[src/rtl/abt_pkg.sv]
package abt_pkg;

    localparam logic [31:0] SRAM_BASE = 32'h4000_0000;
    localparam logic [31:0] BOOT_BASE = 32'h7FFF_D000;
    localparam logic [31:0] HOLE_BASE = 32'h8000_0000;
    localparam logic [31:0] APB_BASE  = 32'hE000_0000;
    localparam logic [31:0] AHB_BASE  = 32'hF000_0000;

    localparam int APB_SLOT_W = 7;           // 16 kB windows, bits [20:14]
    localparam int AHB_SLOT_W = 3;           // 256 kB windows, bits [20:18]
    localparam logic [10:0] APB_TOP = 11'h700;  // addr[31:21] of decoded peripheral bus range
    localparam logic [10:0] AHB_TOP = 11'h7FF;  // addr[31:21] of decoded fast peripheral range

    typedef enum logic [3:0] {
        RG_NVM, RG_GAP_NVM, RG_SRAM, RG_GAP_SRAM, RG_BOOT,
        RG_GAP_HIGH, RG_APB_OK, RG_APB_HOLE, RG_AHB_OK, RG_AHB_HOLE
    } region_e;

    typedef struct packed {
        logic fetch_bad;
        logic data_bad;
    } verdict_t;

    typedef struct packed {
        logic [31:0] word;
        logic        flag;
    } tag_entry_t;

    function automatic verdict_t judge(region_e r);
        verdict_t v;
        unique case (r)
            RG_NVM, RG_SRAM, RG_BOOT: v = '{fetch_bad: 1'b0, data_bad: 1'b0};
            RG_APB_OK, RG_AHB_OK:     v = '{fetch_bad: 1'b1, data_bad: 1'b0};
            default:                  v = '{fetch_bad: 1'b1, data_bad: 1'b1};
        endcase
        return v;
    endfunction

endpackage

[src/rtl/abt_region_dec.sv]
module abt_region_dec
    import abt_pkg::*;
#(
    parameter int unsigned NVM_KB  = 512,
    parameter int unsigned SRAM_KB = 32,
    parameter logic [2**APB_SLOT_W-1:0] APB_MASK = 128'h8000_0000_0000_0000_0000_0000_0000_1BFF,
    parameter logic [2**AHB_SLOT_W-1:0] AHB_MASK = 8'h80
) (
    input  logic [31:0] addr,
    output region_e     region,
    output verdict_t    verdict
);
    localparam logic [31:0] NVM_END  = 32'(NVM_KB * 1024);
    localparam logic [31:0] SRAM_END = SRAM_BASE + 32'(SRAM_KB * 1024);

    always_comb begin
        if (addr < NVM_END)                region = RG_NVM;
        else if (addr < SRAM_BASE)         region = RG_GAP_NVM;
        else if (addr < SRAM_END)          region = RG_SRAM;
        else if (addr < BOOT_BASE)         region = RG_GAP_SRAM;
        else if (addr < HOLE_BASE)         region = RG_BOOT;
        else if (addr < APB_BASE)          region = RG_GAP_HIGH;
        else if (addr < AHB_BASE)
            region = (addr[31:21] == APB_TOP && APB_MASK[addr[20:14]]) ? RG_APB_OK : RG_APB_HOLE;
        else
            region = (addr[31:21] == AHB_TOP && AHB_MASK[addr[20:18]]) ? RG_AHB_OK : RG_AHB_HOLE;
        verdict = judge(region);
    end
endmodule

[src/rtl/abt_flag_stage.sv]
module abt_flag_stage
    import abt_pkg::*;
(
    input  logic     clk,
    input  logic     rst,
    input  logic     valid,
    input  logic     is_fetch,
    input  verdict_t verdict,
    output logic     pf_abort,
    output logic     dt_abort
);
    always_ff @(posedge clk) begin
        if (rst) begin
            pf_abort <= 1'b0;
            dt_abort <= 1'b0;
        end else begin
            pf_abort <= valid &  is_fetch & verdict.fetch_bad;
            dt_abort <= valid & ~is_fetch & verdict.data_bad;
        end
    end

    a_r7_quiet_when_idle: assert property (@(posedge clk) disable iff (rst)
        !valid |=> (!pf_abort && !dt_abort));
    a_r7_one_kind: assert property (@(posedge clk) disable iff (rst)
        !(pf_abort && dt_abort));
    a_r7_data_no_pf: assert property (@(posedge clk) disable iff (rst)
        (valid && !is_fetch) |=> !pf_abort);
endmodule

[src/rtl/abt_fetch_tag.sv]
module abt_fetch_tag
    import abt_pkg::*;
#(
    parameter int DEPTH = 2,
    parameter int CNT_W = $clog2(DEPTH + 1)
) (
    input  logic             clk,
    input  logic             rst,
    input  logic             push,
    input  tag_entry_t       push_entry,
    input  logic             pop_req,
    input  logic             flush,
    output logic             out_valid,
    output logic [31:0]      out_word,
    output logic             out_abort,
    output logic [CNT_W-1:0] level
);
    tag_entry_t       mem   [DEPTH];
    tag_entry_t       shifted [DEPTH];
    tag_entry_t       mem_n [DEPTH];
    logic [CNT_W-1:0] count, count_n;
    logic             do_pop, do_push;
    int               base;

    genvar g;
    generate
        for (g = 0; g < DEPTH; g++) begin : g_shift
            if (g < DEPTH - 1) begin : g_mid
                assign shifted[g] = mem[g + 1];
            end else begin : g_last
                assign shifted[g] = '0;
            end
        end
    endgenerate

    always_comb begin
        do_pop  = pop_req && (count != '0);
        base    = int'(count) - (do_pop ? 1 : 0);
        do_push = push && (base < DEPTH);
        for (int i = 0; i < DEPTH; i++)
            mem_n[i] = do_pop ? shifted[i] : mem[i];
        if (do_push)
            mem_n[base] = push_entry;
        count_n = CNT_W'(base + (do_push ? 1 : 0));
    end

    always_ff @(posedge clk) begin
        if (rst) begin
            count     <= '0;
            out_valid <= 1'b0;
            out_abort <= 1'b0;
            out_word  <= '0;
            for (int i = 0; i < DEPTH; i++) mem[i] <= '0;
        end else if (flush) begin
            count     <= '0;
            out_valid <= 1'b0;
            out_abort <= 1'b0;
        end else begin
            count     <= count_n;
            out_valid <= do_pop;
            out_abort <= do_pop & mem[0].flag;
            if (do_pop) out_word <= mem[0].word;
            for (int i = 0; i < DEPTH; i++) mem[i] <= mem_n[i];
        end
    end

    assign level = count;

    a_r9_flush_clears: assert property (@(posedge clk) disable iff (rst)
        flush |=> (count == '0 && !out_valid && !out_abort));
    a_r10_no_overflow: assert property (@(posedge clk) disable iff (rst)
        count <= CNT_W'(DEPTH));
    a_r11_abort_needs_pop: assert property (@(posedge clk) disable iff (rst)
        out_abort |-> out_valid);
    a_r8_empty_pop_idle: assert property (@(posedge clk) disable iff (rst)
        (pop_req && count == '0 && !flush) |=> !out_valid);
endmodule

[src/rtl/abt_guard.sv]
module abt_guard
    import abt_pkg::*;
#(
    parameter int unsigned NVM_KB  = 512,
    parameter int unsigned SRAM_KB = 32,
    parameter logic [2**APB_SLOT_W-1:0] APB_MASK = 128'h8000_0000_0000_0000_0000_0000_0000_1BFF,
    parameter logic [2**AHB_SLOT_W-1:0] AHB_MASK = 8'h80,
    parameter int QDEPTH = 2,
    parameter int LVL_W  = $clog2(QDEPTH + 1)
) (
    input  logic             clk,
    input  logic             rst,
    input  logic             acc_valid,
    input  logic             acc_is_fetch,
    input  logic [31:0]      acc_addr,
    input  logic [31:0]      fetch_word,
    input  logic             exec_req,
    input  logic             flush,
    output logic             pf_abort,
    output logic             dt_abort,
    output logic             exec_valid,
    output logic [31:0]      exec_word,
    output logic             exec_abort,
    output logic [LVL_W-1:0] q_level
);
    region_e    region;
    verdict_t   verdict;
    tag_entry_t entry;

    abt_region_dec #(
        .NVM_KB(NVM_KB), .SRAM_KB(SRAM_KB), .APB_MASK(APB_MASK), .AHB_MASK(AHB_MASK)
    ) u_dec (
        .addr(acc_addr), .region(region), .verdict(verdict)
    );

    abt_flag_stage u_flags (
        .clk(clk), .rst(rst), .valid(acc_valid), .is_fetch(acc_is_fetch),
        .verdict(verdict), .pf_abort(pf_abort), .dt_abort(dt_abort)
    );

    assign entry = '{word: fetch_word, flag: verdict.fetch_bad};

    abt_fetch_tag #(.DEPTH(QDEPTH), .CNT_W(LVL_W)) u_tag (
        .clk(clk), .rst(rst), .push(acc_valid & acc_is_fetch), .push_entry(entry),
        .pop_req(exec_req), .flush(flush), .out_valid(exec_valid), .out_word(exec_word),
        .out_abort(exec_abort), .level(q_level)
    );

    a_r3_high_gap: assert property (@(posedge clk) disable iff (rst)
        (acc_valid && acc_addr >= 32'h8000_0000 && acc_addr <= 32'hDFFF_FFFF)
            |=> (pf_abort || dt_abort));
    a_r4_periph_fetch: assert property (@(posedge clk) disable iff (rst)
        (acc_valid && acc_is_fetch && acc_addr[31:29] == 3'b111) |=> pf_abort);
endmodule

[config.mk]
export PLATFORM = sky130hd
export DESIGN_NAME = abt_guard
export DESIGN_NICKNAME = d
export VERILOG_FILES = /design/src/rtl/abt_pkg.sv /design/src/rtl/abt_region_dec.sv /design/src/rtl/abt_flag_stage.sv /design/src/rtl/abt_fetch_tag.sv /design/src/rtl/abt_guard.sv
export SDC_FILE = /design/constraint.sdc
export NUM_CORES = 1
export LEC_CHECK = 0
export ABC_AREA = 1
export CAP_MARGIN = 10
export CORE_MARGIN = 2
export CORE_UTILIZATION = 35
export DETAILED_ROUTE_END_ITERATION = 6
export HOLD_SLACK_MARGIN = 0.05
export RECOVER_POWER = 50
export SLEW_MARGIN = 15
export SYNTH_ARGS = -nofsm -noshare
export SYNTH_HDL_FRONTEND = slang
export SYNTH_SLANG_ARGS = --single-unit
[constraint.sdc]
create_clock -name clk -period 3.1 [get_ports clk]
set_clock_uncertainty 0.1 [all_clocks]
set_input_delay 0.465 -clock clk [delete_from_list [all_inputs] [get_ports clk]]
set_output_delay 0.465 -clock clk [all_outputs]
set_load 0.01 [all_outputs]
==> Implementation_results.wiki <==
{| class="wikitable"
! Metric !! Value
|-
| Global-route usage over all layers || 15.70%
|-
| Hold Buf Count CTS || 0
|-
| Post-DP HPWL || 7973 um
|-
| Global-route wire length before repair || 20760 um
|-
| H-tree depth reported by CTS || 3
|-
| Sequential share of the synthesized area || 52.43%
|-
| Worst-case reg-to-reg path depth || 15
|-
| Unrepaired setup endpoints after global routing || false
|-
| Width of the die || 126.3 um
|-
| Pre-Repair DR Iteration Count || 4
|-
| # DRC || 0
|-
| DRT Wirelength || 12260 um
|-
| Placement-stage cell area || 6372 um2
|-
| Kind of end point of the critical path || flip-flop
|-
| Critical-path maximum fanout || 42
|-
| Drt initial violations || 391
|-
| Number of stages on the worst hold path || 2
|-
| Final-layout setup total negative slack || 0 ns
|-
| Main synth FF type || edfxtp_1
|-
| Clock root buffer || clkbuf_16
|-
| Vias in the first global route || 4336
|-
| Initial core utilization || 35.86%
|-
| Yosys top cell area share || 37.89%
|-
| Leading cell type in the layout, fill and taps excluded || nand2_1
|-
| Pin count of the biggest net entering global routing || 69
|-
| Fmax || 373.2 MHz
|-
| Share of layout cells above drive strength 1 || 8.023%
|-
| Final weighted congestion in routability-driven placement || 0.7789
|-
| Number of nets at the end of the flow || 768
|-
| Antenna violations before repair || 0
|-
| Setup Slack @ Placement || 0.08585 ns
|-
| Clock latency of the later-clocked register in the worst-skew pair || 0.34 ns
|-
| Number of storage elements in the synthesis netlist || 104
|-
| Count of cell types in the netlist || 24
|-
| Final critical-path share of the clock period || 86.44%
|-
| Path type of the worst setup path || in2reg
|-
| Outcome || finished clean
|-
| Final WS setup || 0.4205 ns
|-
| Area enclosed by the die boundary || 15940 um2
|-
| Area added between synthesis and finish || 27.41%
|-
| Cell types with the largest area share after synthesis || edfxtp_1 38%, dfxtp_1 15%, a21oi_1 9.7%, nand2_1 9.3%, inv_1 6.2%
|-
| Worst hold-check slack || 0.3401 ns
|-
| Headroom to the max-slew limit || 10.88%
|-
| Number of enable-type register cells in the synthesized netlist || 66
|-
| Slew at the pin closest to its max-slew limit || 1.337 ns
|-
| Max cap viols || 0
|-
| Port Buffers || 95
|-
| Required time at the endpoint of the critical path || 3.15 ns
|-
| Commonest non-fill, non-tap cells in the layout || 129 x nand2_1, 101 x a21oi_1, 86 x inv_1
|-
| # Post-CTS Setup Buffers || 0
|-
| Net count after synthesis || 689
|-
| Number of placed I/O pins || 108
|-
| Buffer depth of the longest clock path || 2
|-
| Via count of the routed design || 4345
|-
| Design Area, Final || 6665 um2
|-
| Leak || 0.002755 uW
|-
| Clock tree from TritonCTS || yes
|-
| WL/cell || 13.90 um
|-
| Min Clock Period, post-route || 2.680 ns
|-
| Count of cells resized by post-cts repair || 0
|-
| Power per Cell Area || 475.7 nW/um2
|-
| Antenna-violating nets left || 0
|-
| Routed vias/inst || 4.926
|-
| Critical Path AT || 2.73 ns
|-
| Antenna Cells || 0
|-
| Finish-stage setup viols || 0
|-
| Number of cell rows || 44
|-
| Worst min-delay path class || reg2reg
|-
| GRT overflow || 0
|-
| TritonCTS buffer count || 9
|-
| Synthesis Warnings || 0
|-
| Hold Violations, Final || 0
|-
| Worst vdd rail ir drop || 0.0002741 V
|-
| Placeable core region || 14590 um2
|-
| Clock Sinks || 104
|-
| Netlist Area Pre-Place || 5231 um2
|-
| Fraction of synthesis flops using an asynchronous set or reset pin || 0%
|-
| Clock Pin Slew Worst Setup and Hold Paths || 0.06 ns
|-
| Syn avg cell area || 8.520 um2
|-
| Gate count of the mapped netlist || 614
|-
| Final Max Slew Viols || 0
|-
| Startpoint types || primary input
|-
| Vertical extent of the die || 126.3 um
|-
| Post-synthesis cell type with the largest combined area || edfxtp_1
|}
==> cell families (layout without fill, tap and decap cells) <==
kind of cell | count (synthesis) | after routing | synth area share (%)
flops | 104 | 104 | 52.43
compound gates | 200 | 200 | 22.70
simple gates | 174 | 174 | 13.01
fa+ha+maj | 5 | 5 | 1.196
xor+xnor | 1 | 1 | 0.1675
buf+inv | 130 | 214 | 10.50
==> synth_stat cells, types with 2 or more instances <==
cell type / count
nand2_1: 130
a21oi_1: 101
inv_1: 87
edfxtp_1: 66
o21ai_0: 48
dfxtp_1: 38
nor2_1: 27
a211oi_2: 20
clkbuf_1: 20
o21ai_1: 17
buf_2: 13
a211oi_1: 12
nand3_1: 10
ha_1: 5
buf_4: 4
buf_6: 4
nand4_1: 3
inv_2: 2
nor3_1: 2
==> sequential cells by signal, summed over array words and instances (netlist names) <==
signal            flops
u_tag.out_word       32
u_tag.out_abort       1
u_flags.pf_abort      1
u_flags.dt_abort      1
u_tag.out_valid       1
u_tag.mem            66
u_tag.level           2
==> worst paths after layout <==
kind / startpoint / end / slack [ns]
setup / recovery: exec_req / u_tag.mem[0][36]$_SDFFCE_PN0P_ / 0.42
hold / removal: u_tag.out_word[23]$_SDFFE_PP0P_ / u_tag.out_word[23]$_SDFFE_PP0P_ / 0.34
setup reg to reg: u_tag.level[1]$_SDFF_PN0_ / u_tag.mem[0][36]$_SDFFCE_PN0P_ / 0.51
hold reg to reg: u_tag.out_word[23]$_SDFFE_PP0P_ / u_tag.out_word[23]$_SDFFE_PP0P_ / 0.34
==> stage by stage <==
stage	power, uW	utilization (%)	cells
CTS	3209	45.73	882
floorplan	1879	-	614
detailed placement	2070	43.68	866
finish	3170	45.69	882
global route	3317	45.69	882
global placement	2056	43.68	866
==> power by group <==
part	total, uW	switching, uW	leakage (uW)	internal [uW]
clock network	1140	491	0.000145	647
logic	426	242	0.00157	183
registers	1610	41.6	0.00104	1570
total	3170	775	0.00276	2400
==> metal layers <==
metal | part of all wire, % | track usage [%]
met2 | 47 | 26.09
met3 | 6.4 | 3.951
met1 | 45 | 20.02
met4 | 1.1 | 5.236
met5 | 0 | 0
==> area by class of cell <==
| cell class | count | area (um2) |
|---|---|---|
| Fill cell | 1410 | 7924 |
| Sequential cell | 104 | 2743 |
| Multi-Input combinational cell | 380 | 1959 |
| Inverter | 89 | 334.1 |
| Timing Repair Buffer | 109 | 1100 |
| Clock inverter | 5 | 56.30 |
| Tap cell | 184 | 230.2 |
| Clock buffer | 11 | 242.7 |
==> worst max-delay path: stages <==
cell and delay, ns:
clkdlybuf4s50_1 0.45, o21ai_4 0.08, inv_2 0.05, ha_1 0.20, ha_1 0.32, inv_1 0.05
nor2_1 0.08, inv_1 0.04, a21oi_1 0.11, inv_1 0.09, nor2_1 0.09, nand2_1 0.08
inv_2 0.11, buf_12 0.23, a21oi_1 0.06, a211oi_1 0.22
No activity file was read; power rests on OpenSTA's default activity.
